<file path="src/rtl/uop_pkg.sv">
package uop_pkg;
  localparam int MAX_STEPS = 3;
  localparam int SW = 2;

  typedef enum logic [3:0] {
    OP_FALSE = 4'd0, OP_TRUE, OP_NOTA, OP_NOTB, OP_NAND, OP_NOR,
    OP_IMP, OP_NIMP, OP_RIMP, OP_RNIMP,
    OP_COPYA, OP_COPYB, OP_AND, OP_OR, OP_XNOR, OP_XOR
  } op_e;

  // CLR..NOR clear their target first; ORN/ANDN move it in one direction only
  typedef enum logic [2:0] {PK_CLR, PK_SET, PK_NOT, PK_NAND, PK_NOR, PK_ORN, PK_ANDN} prim_e;
  typedef enum logic [2:0] {SL_NONE, SL_A, SL_B, SL_S, SL_D} sel_e;

  typedef struct packed {
    prim_e kind;
    sel_e  x;
    sel_e  y;
    sel_e  t;
  } step_t;

  typedef struct packed {
    logic [SW-1:0]               last;
    step_t [MAX_STEPS-1:0]       st;
  } plan_t;

  function automatic step_t mk_step(prim_e k, sel_e x, sel_e y, sel_e t);
    step_t s;
    s.kind = k;
    s.x    = x;
    s.y    = y;
    s.t    = t;
    return s;
  endfunction

  function automatic logic presets(prim_e k);
    return (k != PK_ORN) && (k != PK_ANDN);
  endfunction
endpackage

</file>
<file path="src/rtl/uop_decoder.sv">
module uop_decoder
  import uop_pkg::*;
(
  input  logic [3:0] op_i,
  output plan_t      plan_o,
  output logic       rd_a_o,
  output logic       rd_b_o,
  output logic       wr_d_o,
  output logic       use_s_o
);
  always_comb begin
    plan_o = '0;
    case (op_e'(op_i))
      OP_FALSE: plan_o.st[0] = mk_step(PK_CLR,  SL_NONE, SL_NONE, SL_D);
      OP_TRUE:  plan_o.st[0] = mk_step(PK_SET,  SL_NONE, SL_NONE, SL_D);
      OP_NOTA:  plan_o.st[0] = mk_step(PK_NOT,  SL_A,    SL_NONE, SL_D);
      OP_NOTB:  plan_o.st[0] = mk_step(PK_NOT,  SL_B,    SL_NONE, SL_D);
      OP_NAND:  plan_o.st[0] = mk_step(PK_NAND, SL_A,    SL_B,    SL_D);
      OP_NOR:   plan_o.st[0] = mk_step(PK_NOR,  SL_A,    SL_B,    SL_D);
      OP_IMP:   plan_o.st[0] = mk_step(PK_ORN,  SL_A,    SL_NONE, SL_B);
      OP_NIMP:  plan_o.st[0] = mk_step(PK_ANDN, SL_B,    SL_NONE, SL_A);
      OP_RIMP:  plan_o.st[0] = mk_step(PK_ORN,  SL_B,    SL_NONE, SL_A);
      OP_RNIMP: plan_o.st[0] = mk_step(PK_ANDN, SL_A,    SL_NONE, SL_B);
      OP_COPYA: begin
        plan_o.last  = 2'd1;
        plan_o.st[0] = mk_step(PK_NOT, SL_A, SL_NONE, SL_S);
        plan_o.st[1] = mk_step(PK_NOT, SL_S, SL_NONE, SL_D);
      end
      OP_COPYB: begin
        plan_o.last  = 2'd1;
        plan_o.st[0] = mk_step(PK_NOT, SL_B, SL_NONE, SL_S);
        plan_o.st[1] = mk_step(PK_NOT, SL_S, SL_NONE, SL_D);
      end
      OP_AND: begin
        plan_o.last  = 2'd1;
        plan_o.st[0] = mk_step(PK_NAND, SL_A, SL_B,    SL_S);
        plan_o.st[1] = mk_step(PK_NOT,  SL_S, SL_NONE, SL_D);
      end
      OP_OR: begin
        plan_o.last  = 2'd1;
        plan_o.st[0] = mk_step(PK_NOR, SL_A, SL_B,    SL_S);
        plan_o.st[1] = mk_step(PK_NOT, SL_S, SL_NONE, SL_D);
      end
      OP_XNOR: begin
        plan_o.last  = 2'd2;
        plan_o.st[0] = mk_step(PK_NAND, SL_A, SL_B,    SL_S);
        plan_o.st[1] = mk_step(PK_NOR,  SL_A, SL_B,    SL_D);
        plan_o.st[2] = mk_step(PK_ORN,  SL_S, SL_NONE, SL_D);
      end
      default: begin // OP_XOR
        plan_o.last  = 2'd2;
        plan_o.st[0] = mk_step(PK_NOR,  SL_A, SL_B,    SL_S);
        plan_o.st[1] = mk_step(PK_NAND, SL_A, SL_B,    SL_D);
        plan_o.st[2] = mk_step(PK_ANDN, SL_S, SL_NONE, SL_D);
      end
    endcase
  end

  always_comb begin
    rd_a_o  = 1'b0;
    rd_b_o  = 1'b0;
    wr_d_o  = 1'b0;
    use_s_o = 1'b0;
    for (int i = 0; i < MAX_STEPS; i++) begin
      if (i <= int'(plan_o.last)) begin
        if (plan_o.st[i].x == SL_A || plan_o.st[i].y == SL_A) rd_a_o = 1'b1;
        if (plan_o.st[i].x == SL_B || plan_o.st[i].y == SL_B) rd_b_o = 1'b1;
        if (plan_o.st[i].x == SL_S || plan_o.st[i].t == SL_S) use_s_o = 1'b1;
        if (plan_o.st[i].t == SL_D) wr_d_o = 1'b1;
      end
    end
  end
endmodule

</file>
<file path="src/rtl/uop_guard.sv">
module uop_guard #(
  parameter int N_CELLS = 16,
  parameter int IW      = 4
) (
  input  logic [IW-1:0] a_i,
  input  logic [IW-1:0] b_i,
  input  logic [IW-1:0] d_i,
  input  logic          rd_a_i,
  input  logic          rd_b_i,
  input  logic          wr_d_i,
  input  logic          use_s_i,
  output logic          err_o
);
  localparam logic [IW-1:0] SCR = IW'(N_CELLS - 1);

  logic scr_hit, dst_hit;

  assign scr_hit = use_s_i && ((rd_a_i && a_i == SCR) || (rd_b_i && b_i == SCR) || d_i == SCR);
  assign dst_hit = wr_d_i && ((rd_a_i && d_i == a_i) || (rd_b_i && d_i == b_i));
  assign err_o   = scr_hit || dst_hit;
endmodule

</file>
<file path="src/rtl/uop_cells.sv">
module uop_cells #(
  parameter int N_CELLS = 16,
  parameter int IW      = 4
) (
  input  logic               clk_i,
  input  logic               rst_ni,
  input  logic               clr_en_i,
  input  logic [IW-1:0]      clr_idx_i,
  input  logic               wr_en_i,
  input  logic [IW-1:0]      wr_idx_i,
  input  logic               wr_val_i,
  input  logic [IW-1:0]      rd_idx_i,
  output logic               rd_data_o,
  output logic [N_CELLS-1:0] cells_o
);
  logic [N_CELLS-1:0] cells_q;

  for (genvar g = 0; g < N_CELLS; g++) begin : g_cell
    always_ff @(posedge clk_i or negedge rst_ni) begin
      if (!rst_ni) begin
        cells_q[g] <= 1'b0;
      end else if (wr_en_i && wr_idx_i == IW'(g)) begin
        cells_q[g] <= wr_val_i;
      end else if (clr_en_i && clr_idx_i == IW'(g)) begin
        cells_q[g] <= 1'b0;
      end
    end
  end

  assign rd_data_o = cells_q[rd_idx_i];
  assign cells_o   = cells_q;

  AST_SINGLE_CELL_CHANGE: assert property (@(posedge clk_i) disable iff (!rst_ni)
    $countones(cells_q ^ $past(cells_q)) <= 1);
endmodule

</file>
<file path="src/rtl/uop_seq.sv">
module uop_seq
  import uop_pkg::*;
#(
  parameter int N_CELLS  = 16,
  parameter int IW       = 4,
  parameter int STEP_CYC = 4
) (
  input  logic               clk_i,
  input  logic               rst_ni,
  input  logic               valid_i,
  input  logic [IW-1:0]      a_i,
  input  logic [IW-1:0]      b_i,
  input  logic [IW-1:0]      d_i,
  input  plan_t              plan_i,
  input  logic               bad_i,
  input  logic [N_CELLS-1:0] cells_i,
  output logic               busy_o,
  output logic               done_o,
  output logic               err_o,
  output logic               clr_en_o,
  output logic [IW-1:0]      clr_idx_o,
  output logic               wr_en_o,
  output logic [IW-1:0]      wr_idx_o,
  output logic               wr_val_o
);
  localparam int            CW       = (STEP_CYC > 1) ? $clog2(STEP_CYC) : 1;
  localparam logic [CW-1:0] CNT_LAST = CW'(STEP_CYC - 1);
  localparam logic [IW-1:0] SCR      = IW'(N_CELLS - 1);

  logic          busy_q, done_q, err_q;
  plan_t         plan_q;
  logic [IW-1:0] a_q, b_q, d_q;
  logic [SW-1:0] si_q;
  logic [CW-1:0] cnt_q;

  step_t         cur;
  logic [IW-1:0] x_idx, y_idx, t_idx;
  logic          x_v, y_v, t_v, res;
  logic          accept, last_cyc, last_step;

  function automatic logic [IW-1:0] pick(sel_e s);
    case (s)
      SL_A:    return a_q;
      SL_B:    return b_q;
      SL_S:    return SCR;
      default: return d_q;
    endcase
  endfunction

  always_comb begin
    case (si_q)
      2'd0:    cur = plan_q.st[0];
      2'd1:    cur = plan_q.st[1];
      default: cur = plan_q.st[2];
    endcase
    x_idx = pick(cur.x);
    y_idx = pick(cur.y);
    t_idx = pick(cur.t);
    x_v   = cells_i[x_idx];
    y_v   = cells_i[y_idx];
    t_v   = cells_i[t_idx];
    case (cur.kind)
      PK_CLR:  res = 1'b0;
      PK_SET:  res = 1'b1;
      PK_NOT:  res = ~x_v;
      PK_NAND: res = ~(x_v & y_v);
      PK_NOR:  res = ~(x_v | y_v);
      PK_ORN:  res = t_v | ~x_v;
      PK_ANDN: res = t_v & ~x_v;
      default: res = 1'b0;
    endcase
  end

  assign accept    = valid_i && !busy_q;
  assign last_cyc  = cnt_q == CNT_LAST;
  assign last_step = si_q == plan_q.last;

  assign clr_en_o  = busy_q && cnt_q == '0 && presets(cur.kind);
  assign clr_idx_o = t_idx;
  assign wr_en_o   = busy_q && last_cyc;
  assign wr_idx_o  = t_idx;
  assign wr_val_o  = res;

  always_ff @(posedge clk_i or negedge rst_ni) begin
    if (!rst_ni) begin
      busy_q <= 1'b0;
      done_q <= 1'b0;
      err_q  <= 1'b0;
      plan_q <= '0;
      a_q    <= '0;
      b_q    <= '0;
      d_q    <= '0;
      si_q   <= '0;
      cnt_q  <= '0;
    end else begin
      done_q <= 1'b0;
      err_q  <= accept && bad_i;
      if (accept && !bad_i) begin
        busy_q <= 1'b1;
        plan_q <= plan_i;
        a_q    <= a_i;
        b_q    <= b_i;
        d_q    <= d_i;
        si_q   <= '0;
        cnt_q  <= '0;
      end else if (busy_q) begin
        if (last_cyc) begin
          cnt_q <= '0;
          if (last_step) begin
            busy_q <= 1'b0;
            done_q <= 1'b1;
          end else begin
            si_q <= si_q + 1'b1;
          end
        end else begin
          cnt_q <= cnt_q + 1'b1;
        end
      end
    end
  end

  assign busy_o = busy_q;
  assign done_o = done_q;
  assign err_o  = err_q;

  AST_DONE_SINGLE: assert property (@(posedge clk_i) disable iff (!rst_ni)
    done_o |=> !done_o);
  AST_DONE_FOLLOWS_BUSY: assert property (@(posedge clk_i) disable iff (!rst_ni)
    done_o |-> ($past(busy_o) && !busy_o));
  AST_ERR_STAYS_IDLE: assert property (@(posedge clk_i) disable iff (!rst_ni)
    err_o |-> !busy_o);
  AST_ACCEPT_OUTCOME: assert property (@(posedge clk_i) disable iff (!rst_ni)
    (valid_i && !busy_o) |=> (busy_o ^ err_o));
endmodule

</file>
<file path="src/rtl/bool_uop_engine.sv">
module bool_uop_engine
  import uop_pkg::*;
#(
  parameter int N_CELLS  = 16,
  parameter int STEP_CYC = 4,
  localparam int IW      = $clog2(N_CELLS)
) (
  input  logic          clk_i,
  input  logic          rst_ni,
  input  logic          cmd_valid_i,
  output logic          cmd_ready_o,
  input  logic [3:0]    cmd_op_i,
  input  logic [IW-1:0] cmd_a_i,
  input  logic [IW-1:0] cmd_b_i,
  input  logic [IW-1:0] cmd_dst_i,
  output logic          busy_o,
  output logic          done_o,
  output logic          err_o,
  input  logic [IW-1:0] rd_idx_i,
  output logic          rd_data_o
);
  plan_t              plan;
  logic               rd_a, rd_b, wr_d, use_s, bad;
  logic               clr_en, wr_en, wr_val;
  logic [IW-1:0]      clr_idx, wr_idx;
  logic [N_CELLS-1:0] cells;

  uop_decoder u_dec (
    .op_i    (cmd_op_i),
    .plan_o  (plan),
    .rd_a_o  (rd_a),
    .rd_b_o  (rd_b),
    .wr_d_o  (wr_d),
    .use_s_o (use_s)
  );

  uop_guard #(.N_CELLS(N_CELLS), .IW(IW)) u_guard (
    .a_i     (cmd_a_i),
    .b_i     (cmd_b_i),
    .d_i     (cmd_dst_i),
    .rd_a_i  (rd_a),
    .rd_b_i  (rd_b),
    .wr_d_i  (wr_d),
    .use_s_i (use_s),
    .err_o   (bad)
  );

  uop_seq #(.N_CELLS(N_CELLS), .IW(IW), .STEP_CYC(STEP_CYC)) u_seq (
    .clk_i     (clk_i),
    .rst_ni    (rst_ni),
    .valid_i   (cmd_valid_i),
    .a_i       (cmd_a_i),
    .b_i       (cmd_b_i),
    .d_i       (cmd_dst_i),
    .plan_i    (plan),
    .bad_i     (bad),
    .cells_i   (cells),
    .busy_o    (busy_o),
    .done_o    (done_o),
    .err_o     (err_o),
    .clr_en_o  (clr_en),
    .clr_idx_o (clr_idx),
    .wr_en_o   (wr_en),
    .wr_idx_o  (wr_idx),
    .wr_val_o  (wr_val)
  );

  uop_cells #(.N_CELLS(N_CELLS), .IW(IW)) u_cells (
    .clk_i     (clk_i),
    .rst_ni    (rst_ni),
    .clr_en_i  (clr_en),
    .clr_idx_i (clr_idx),
    .wr_en_i   (wr_en),
    .wr_idx_i  (wr_idx),
    .wr_val_i  (wr_val),
    .rd_idx_i  (rd_idx_i),
    .rd_data_o (rd_data_o),
    .cells_o   (cells)
  );

  assign cmd_ready_o = ~busy_o;

  AST_IDLE_CELLS_HOLD: assert property (@(posedge clk_i) disable iff (!rst_ni)
    !busy_o |=> $stable(cells));
  AST_REFUSED_NO_WRITE: assert property (@(posedge clk_i) disable iff (!rst_ni)
    err_o |-> $stable(cells));
endmodule

</file>
<file path="config.mk">
export PLATFORM = sky130hd
export DESIGN_NAME = bool_uop_engine
export DESIGN_NICKNAME = d
export VERILOG_FILES = /design/src/rtl/uop_pkg.sv /design/src/rtl/uop_decoder.sv /design/src/rtl/uop_guard.sv /design/src/rtl/uop_cells.sv /design/src/rtl/uop_seq.sv /design/src/rtl/bool_uop_engine.sv
export SDC_FILE = /design/constraint.sdc
export NUM_CORES = 1
export LEC_CHECK = 0
export ABC_CLOCK_PERIOD_IN_PS = 3500
export BUFFER_PORTS_ARGS = -buffer_cell sky130_fd_sc_hd__buf_2
export CORE_MARGIN = 2
export CORE_UTILIZATION = 55
export CTS_CLUSTER_SIZE = 20
export DETAILED_ROUTE_END_ITERATION = 7
export GPL_ROUTABILITY_DRIVEN = 1
export GPL_TIMING_DRIVEN = 0
export PLACE_DENSITY_LB_ADDON = 0.12
export SYNTH_ARGS = -nofsm -noshare
export SYNTH_HDL_FRONTEND = slang
export SYNTH_SLANG_ARGS = --single-unit
</file>
<file path="constraint.sdc">
create_clock -name clk_i -period 3.5 [get_ports clk_i]
set_clock_uncertainty 0.1 [all_clocks]
set_input_delay 0.7 -clock clk_i [delete_from_list [all_inputs] [get_ports clk_i]]
set_output_delay 0.7 -clock clk_i [all_outputs]
set_load 0.02 [all_outputs]
</file>
==> results of run 1 <==
## stage by stage
stage                     instances  hold slack [ps]  util [%]  TNS, ps
after global routing            543              415      65.2    -88.8
after detailed placement        518              368      60.1   -10460
after CTS                       531              394      62.4        0
after floorplan                 411              304         -        0
final                           543              391      65.2        0
after global placement          518              365      60.1    -8050
## repair_timing
item	in CTS	in global routing
resized for setup	4	26
endpoints found under the hold margin	0	0
buffers inserted	5	10
pin swaps	2	6
cloned	0	2
setup endpoints to repair	26	37
## cell type report
class | count | area [sq um]
Timing Repair Buffer | 44 | 258
Tap cell | 80 | 100
Fill cell | 553 | 2350
Clock inverter | 3 | 25.0
Sequential cell | 54 | 1350
Inverter | 21 | 78.8
Buffer | 19 | 114
Multi-Input combinational cell | 317 | 2410
Clock buffer | 5 | 68.8
## layer usage
metal,up-vias,GRT usage (%),share of wire [%]
met3,15,3.98,7.5
li1,1666,-,-
met2,170,41.6,47
met4,0,7.27,1.6
met5,-,0,0
met1,1717,39.4,44
## cell families (layout without fill, tap and decap cells)
group | Yosys count | count (layout) | share of synthesized area, %
compound gates | 131 | 131 | 26.1
buf+inv | 40 | 92 | 4.64
fa+ha+maj | 4 | 4 | 1.31
mux | 35 | 35 | 12.4
simple gates | 134 | 134 | 17.3
flops | 54 | 54 | 35.3
xor+xnor | 13 | 13 | 2.98
## worst register-to-register path, cell delays in order (launching register included)
cell and delay [ps]:
dfrtp_1 430, inv_1 90, ha_2 200, buf_2 150, nand2b_1 170, nor2_2 350, o221a_2 330, a311oi_1 70
o21ai_0 260, nand4_1 240, o221a_2 350, nor3_4 270, buf_6 220, o31ai_2 100
## state kept, by name, summed over array words and instances (netlist names)
name	cells
u_seq.b_q	4
u_seq.err_o	1
u_seq.busy_o	1
u_seq.cnt_q	2
u_seq.done_o	1
u_seq.d_q	4
u_cells.cells_o	16
u_seq.a_q	4
u_seq.plan_q	19
u_seq.si_q	2
## worst paths after layout
| path | start | end | slack (ps) | cells after the start |
|---|---|---|---|---|
| worst min register to register | u_seq.plan_q[21] | u_seq.plan_q[21] | 390 | 1 |
| worst max register to register | u_seq.si_q[0] | u_cells.cells_o[12] | 70 | 13 |
| worst min-delay path | u_seq.plan_q[21] | u_seq.plan_q[21] | 390 | 1 |
| worst max-delay path | u_seq.si_q[0] | u_cells.cells_o[12] | 70 | 13 |
| max in group asynchronous | rst_ni | u_seq.plan_q[36] | 2020 | 1 |
| min in group asynchronous | rst_ni | u_cells.cells_o[14] | 530 | 1 |
## cell usage after synthesis (all sizes together), types with 2 or more instances
library cell	count	area (sq um)
mux2i	12	124
o21ai	31	155
o221ai	3	26.3
a22o	2	17.5
a21o	4	30.0
mux2	15	169
clkbuf	7	26.3
and3	2	12.5
nand3	3	15.0
and2	2	12.5
nor2	28	105
or4	3	22.5
a311oi	6	52.6
ha	4	50.1
a41oi	4	35.0
nor2b	3	18.8
o211ai	5	42.5
a211oi	4	35.0
nand4	19	119
o221a	4	45.0
dfrtp	54	1350
or3	2	12.5
o31ai	23	236
nor3b	2	15.0
nand2	52	198
nor4	3	18.8
a221oi	4	35.0
xnor2	2	17.5
xor2	11	96.3
a41o	2	20.0
a22oi	3	41.3
mux4	8	180
buf	12	72.6
nor3	4	31.3
o2111ai	2	17.5
nand3b	2	15.0
a21oi	25	133
inv	20	75.1
nand2b	4	25.0
## placed cells by master (no fill, tap or decap), types with 5 or more instances in the layout
cell / instances
dfrtp_1: 54
nand2_1: 50
buf_2: 34
o21ai_0: 31
nor2_1: 24
a21oi_1: 23
inv_1: 19
nand4_1: 19
mux2_2: 15
buf_4: 15
o31ai_1: 12
xor2_1: 11
mux2i_1: 11
o31ai_2: 10
mux4_2: 8
clkbuf_1: 6
a311oi_1: 6
clkbuf_8: 5
==> flow_metrics.py, run 1 <==
metrics = {
    "global_routing": {
        "grt_pass1_wl_um": 16000,
        "antenna_found_initial": 0,
        "grt_pass1_vias": 3233,
        "track_usage_pct": 26.9,
        "grt_max_degree": 55,
        "grt_overflow": 0,
    },
    "worst_setup_path": {
        "crit_top_cell": "o221a_2",
        "cp.arrival_ps": 3530,
        "cpLargestDelayFamily": "compound AO/OA/AOI/OAI gates",
        "critPathCaptureType": "flop",
        "critical_path_required_ps": 3610,
        "slowest_delay_ps": 430,
        "crit_path_cell_trace": "inv_1 -> ha_2 -> buf_2 -> nand2b_1 -> nor2_2 -> o221a_2 -> a311oi_1 -> o21ai_0 -> nand4_1 -> o221a_2 -> nor3_4 -> buf_6 -> o31ai_2",
        "start_kind": "flop",
        "crit_type": "reg -> reg",
        "path_max_fanout": 10,
        "crit_buf_inv": 3,
        "cpMaxStageDelayCell": "dfrtp_1",
    },
    "timing": {
        "layout_setup_ws_ps": 70.8,
        "maxSlewHeadroom_pct": 18.3,
        "hold_viol": 0,
        "max_freq_mhz": 292,
        "final-max-slew-violation-count": 0,
        "period_minus_slack_ps": 3430,
        "finalSetupViolCount": 0,
        "worst_slew_pin_slew_ps": 1230,
        "fin_crit_sh_pct": 98.0,
    },
    "synth": {
        "yosys_register_bits": 54,
        "synth-seq-area-share_pct": 35.3,
        "syn_inst": 411,
        "synth.distinct_cells": 67,
        "avgSynthCellArea_sq_um": 9.31,
        "yosys_warnings": 0,
        "synth_fp_nets": 438,
        "synth-edff-count": 0,
        "synth-main-ff-cell": "dfrtp_1",
        "synth_area_sq_um": 3830,
        "synthArstFlopShare_pct": 100,
    },
    "clock_network": {
        "htreeDepth": 2,
        "root_buffer": "clkbuf_8",
        "ctsHoldBuffers": 0,
        "cts_tree": "built",
        "clk_pin_slew_ps": 110,
        "clock_latency_ps": 320,
        "cts_buffer_depth": 2,
        "numCtsBuffers": 5,
        "cts.sinks": 54,
    },
    "flow_run": {
        "maxCapViolCount": 0,
    },
    "placement": {
        "dpl-instance-area_sq_um": 4060,
        "place.gp.congestion": 0.876,
        "port_buffers": 27,
        "post-place-ws_ps": -389,
        "hpwl_um": 7250,
    },
    "finish": {
        "insertedDiodeCount": 0,
        "nNetsFinal": 489,
        "syn_to_final_growth_pct": 15.2,
        "drive_gt1_share_pct": 28.1,
        "layout.cell_area.non_filler_sq_um": 4410,
    },
    "route": {
        "postRouteAntennaNets": 0,
        "vias": 3568,
        "wl_per_cell_um": 19.1,
        "vias_per_cell": 6.57,
        "dr.pass1.iters": 5,
        "drc": 0,
        "wirelength_um": 10400,
        "first_iter_violations": 348,
    },
    "die": {
        "die_area_sq_um": 7640,
        "fp.dieW_um": 87.4,
        "io_pins": 28,
        "start_util_pct": 56.6,
        "coreArea_sq_um": 6760,
        "placementRows": 30,
        "die_h_um": 87.4,
    },
    "run_status": {
        "status": "complete, no violations",
    },
    "min_path": {
        "worst_hold_path_type": "reg -> reg",
    },
}
Power of run 1 is not shown: default switching activity piles up to over one toggle a cycle in this logic, so the estimate is an artifact.
==> run 2: changes to the inputs <==
--- a/config.mk
+++ b/config.mk
@@ -5,6 +5,7 @@
 export SDC_FILE = /design/constraint.sdc
 export NUM_CORES = 1
 export LEC_CHECK = 0
+export ABC_AREA = 1
 export ABC_CLOCK_PERIOD_IN_PS = 3500
 export BUFFER_PORTS_ARGS = -buffer_cell sky130_fd_sc_hd__buf_2
 export CORE_MARGIN = 2
==> flow_metrics.py, run 2 <==
metrics = {
    "route": {
        "wl_per_cell_um": 14.1,
        "postRouteAntennaNets": 0,
        "dr.pass1.iters": 5,
        "vias": 3818,
        "drc": 0,
        "first_iter_violations": 170,
        "vias_per_cell": 5.47,
        "wirelength_um": 9870,
    },
    "clock_network": {
        "root_buffer": "clkbuf_8",
        "cts.sinks": 54,
        "ctsHoldBuffers": 0,
        "clk_pin_slew_ps": 100,
        "htreeDepth": 2,
        "cts_tree": "built",
        "cts_resized": 0,
        "postCtsSetupBuffers": 0,
        "numCtsBuffers": 5,
        "cts_buffer_depth": 2,
        "clock_latency_ps": 320,
    },
    "finish": {
        "final_cell_mix": "nand2_1, inv_1, dfrtp_1",
        "largest_register": "u_seq.plan_q",
        "multi_input_area_sq_um": 2080,
        "nNetsFinal": 644,
        "layout.cell_area.non_filler_sq_um": 4160,
        "syn_to_final_growth_pct": 9.06,
        "insertedDiodeCount": 0,
        "drive_gt1_share_pct": 10.0,
        "nFillCells": 655,
        "seqCellArea_sq_um": 1350,
        "largest_reg_flops": 19,
        "final_common_cell": "nand2_1",
    },
    "synth": {
        "syn_inst": 583,
        "synth-seq-area-share_pct": 35.4,
        "synth-edff-count": 0,
        "synth_top_area_share_pct": 35.4,
        "yosys_warnings": 0,
        "synth-main-ff-cell": "dfrtp_1",
        "synth_area_sq_um": 3810,
        "synth_top_area_cell": "dfrtp_1",
        "synth.distinct_cells": 36,
        "synth.most_common_cell": "nand2_1",
        "avgSynthCellArea_sq_um": 6.54,
        "synthTopCellsByArea": "dfrtp_1, nand2_1, inv_1",
        "synthArstFlopShare_pct": 100,
        "netlist_top_cells_count": "nand2_1, inv_1, dfrtp_1, o21ai_0, nand3_1",
        "synth_fp_nets": 610,
        "yosys_register_bits": 54,
    },
    "die": {
        "die_area_sq_um": 7620,
        "placementRows": 30,
        "start_util_pct": 56.4,
        "fp.dieW_um": 87.3,
        "coreArea_sq_um": 6760,
        "io_pins": 28,
        "die_h_um": 87.3,
    },
    "min_path": {
        "worst_hold_path_type": "in -> async",
    },
    "timing": {
        "period_minus_slack_ps": 3140,
        "worst_slew_pin_slew_ps": 607,
        "maxSlewHeadroom_pct": 59.1,
        "hold_viol": 0,
        "max_freq_mhz": 318,
        "fin_crit_sh_pct": 89.8,
        "final-max-slew-violation-count": 0,
        "layout_setup_ws_ps": 356,
        "grt_setup_unrepaired": "no",
        "finalSetupViolCount": 0,
        "finalSetupTns_ps": 0,
    },
    "worst_setup_path": {
        "crit_type": "reg -> reg",
        "r2r-end": "u_cells.cells_o[11]",
        "ff2ff_path_depth": 22,
        "cp.arrival_ps": 3250,
        "r2r_start": "u_seq.si_q[0]",
        "cpMaxStageDelayCell": "dfrtp_1",
        "start_kind": "flop",
        "path_max_fanout": 10,
        "setup.worst_path.start": "u_seq.si_q[0]",
        "cp-endpoint": "u_cells.cells_o[11]",
        "r2r_slack_ps": 360,
        "crit_top_cell": "nand2_1",
        "slowest_delay_ps": 420,
        "critical_path_required_ps": 3600,
        "critPathCaptureType": "flop",
        "crit_path_cell_trace": "inv_1 -> ha_1 -> buf_4 -> inv_1 -> nand2_1 -> nand3_1 -> o21ai_2 -> nand2_1 -> clkinv_1 -> nand2_1 -> nand2_1 -> nor2_2 -> inv_1 -> nand3_1 -> nand3_1 -> nand3_1 -> nand2_1 -> nand2_1 -> nand2_4 -> buf_6 -> nand2_1 -> nand2_1",
    },
    "run_status": {
        "status": "complete, no violations",
    },
    "global_routing": {
        "antenna_found_initial": 0,
        "grt_max_degree": 55,
        "grt_overflow": 0,
        "grt_pass1_wl_um": 16200,
        "grt_pass1_vias": 3392,
        "track_usage_pct": 27.2,
    },
    "placement": {
        "hpwl_um": 7670,
        "port_buffers": 26,
        "dpl-instance-area_sq_um": 4040,
        "post-place-ws_ps": 306,
        "place.gp.congestion": 0.993,
    },
    "flow_run": {
        "maxCapViolCount": 0,
    },
}
-- run 2: changes by cell type after synthesis, sizes merged, moves of 14 or more --
cell   before  now
nand3       3   40
o31ai      23    3
inv        20   78
mux2       15    1
nand2      52  219
o21ai      31   56
-- run 2: cells by family after synthesis --
| family | share of synthesized area (%) |
|---|---|
| AOI/OAI and AO/OA | 16.4 |
| xor gates and xnor gates | 1.61 |
| adders and majority gates | 1.31 |
| buffers and inverters | 9.91 |
| DFF | 35.4 |
| muxes | 0.295 |
| and+or+nand+nor | 35.1 |
-- run 2: worst min-delay path by stage --
stage / slack [ps] / cells after the start / to / start
6_report: 230 / 1 / u_cells.cells_o[10] / rst_ni
3_3_place_gp: 360 / 2 / u_seq.plan_q[4] / u_seq.plan_q[4]
4_1_cts: 390 / 2 / u_seq.plan_q[7] / u_seq.plan_q[7]
5_1_grt: 260 / 1 / u_seq.d_q[0] / rst_ni
3_5_place_dp: 370 / 2 / u_seq.plan_q[7] / u_seq.plan_q[7]
2_1_floorplan: 300 / 0 / u_cells.cells_o[0] / rst_ni
-- run 2: final cells by class --
type | instances | area share [%]
Clock inverter | 1 | 0.211
Multi-Input combinational cell | 435 | 50.1
Sequential cell | 54 | 32.5
Buffer | 15 | 1.96
Clock buffer | 7 | 2.08
Inverter | 79 | 7.13
Timing Repair Buffer | 27 | 3.61
Tap cell | 80 | 2.41
-- run 2: through the flow --
step                instances  util, %  hold slack [ps]
floorplan                 583        -              304
global placement          689     59.9              363
detailed placement        689     59.9              366
CTS                       697     61.3              394
global route              698     61.6              256
finish                    698     61.6              227
-- run 2: per-layer routing --
metal,wire length (um),vias up,global-route usage (%)
li1,-,1950,-
met1,4450,1750,35.9
met4,246,0,9.51
met2,4720,98,45.9
met5,0,-,0
met3,452,20,3.51
-- run 2: worst max-delay path, delay by kind of cell, from the launching register on --
family / cells / cell delay [ps]
and+or+nand+nor: 14 / 1440
adders and majority gates: 1 / 200
buffers and inverters: 6 / 760
DFF: 1 / 420
AOI/OAI and AO/OA: 1 / 110
Power of run 2 is left out for the same reason.
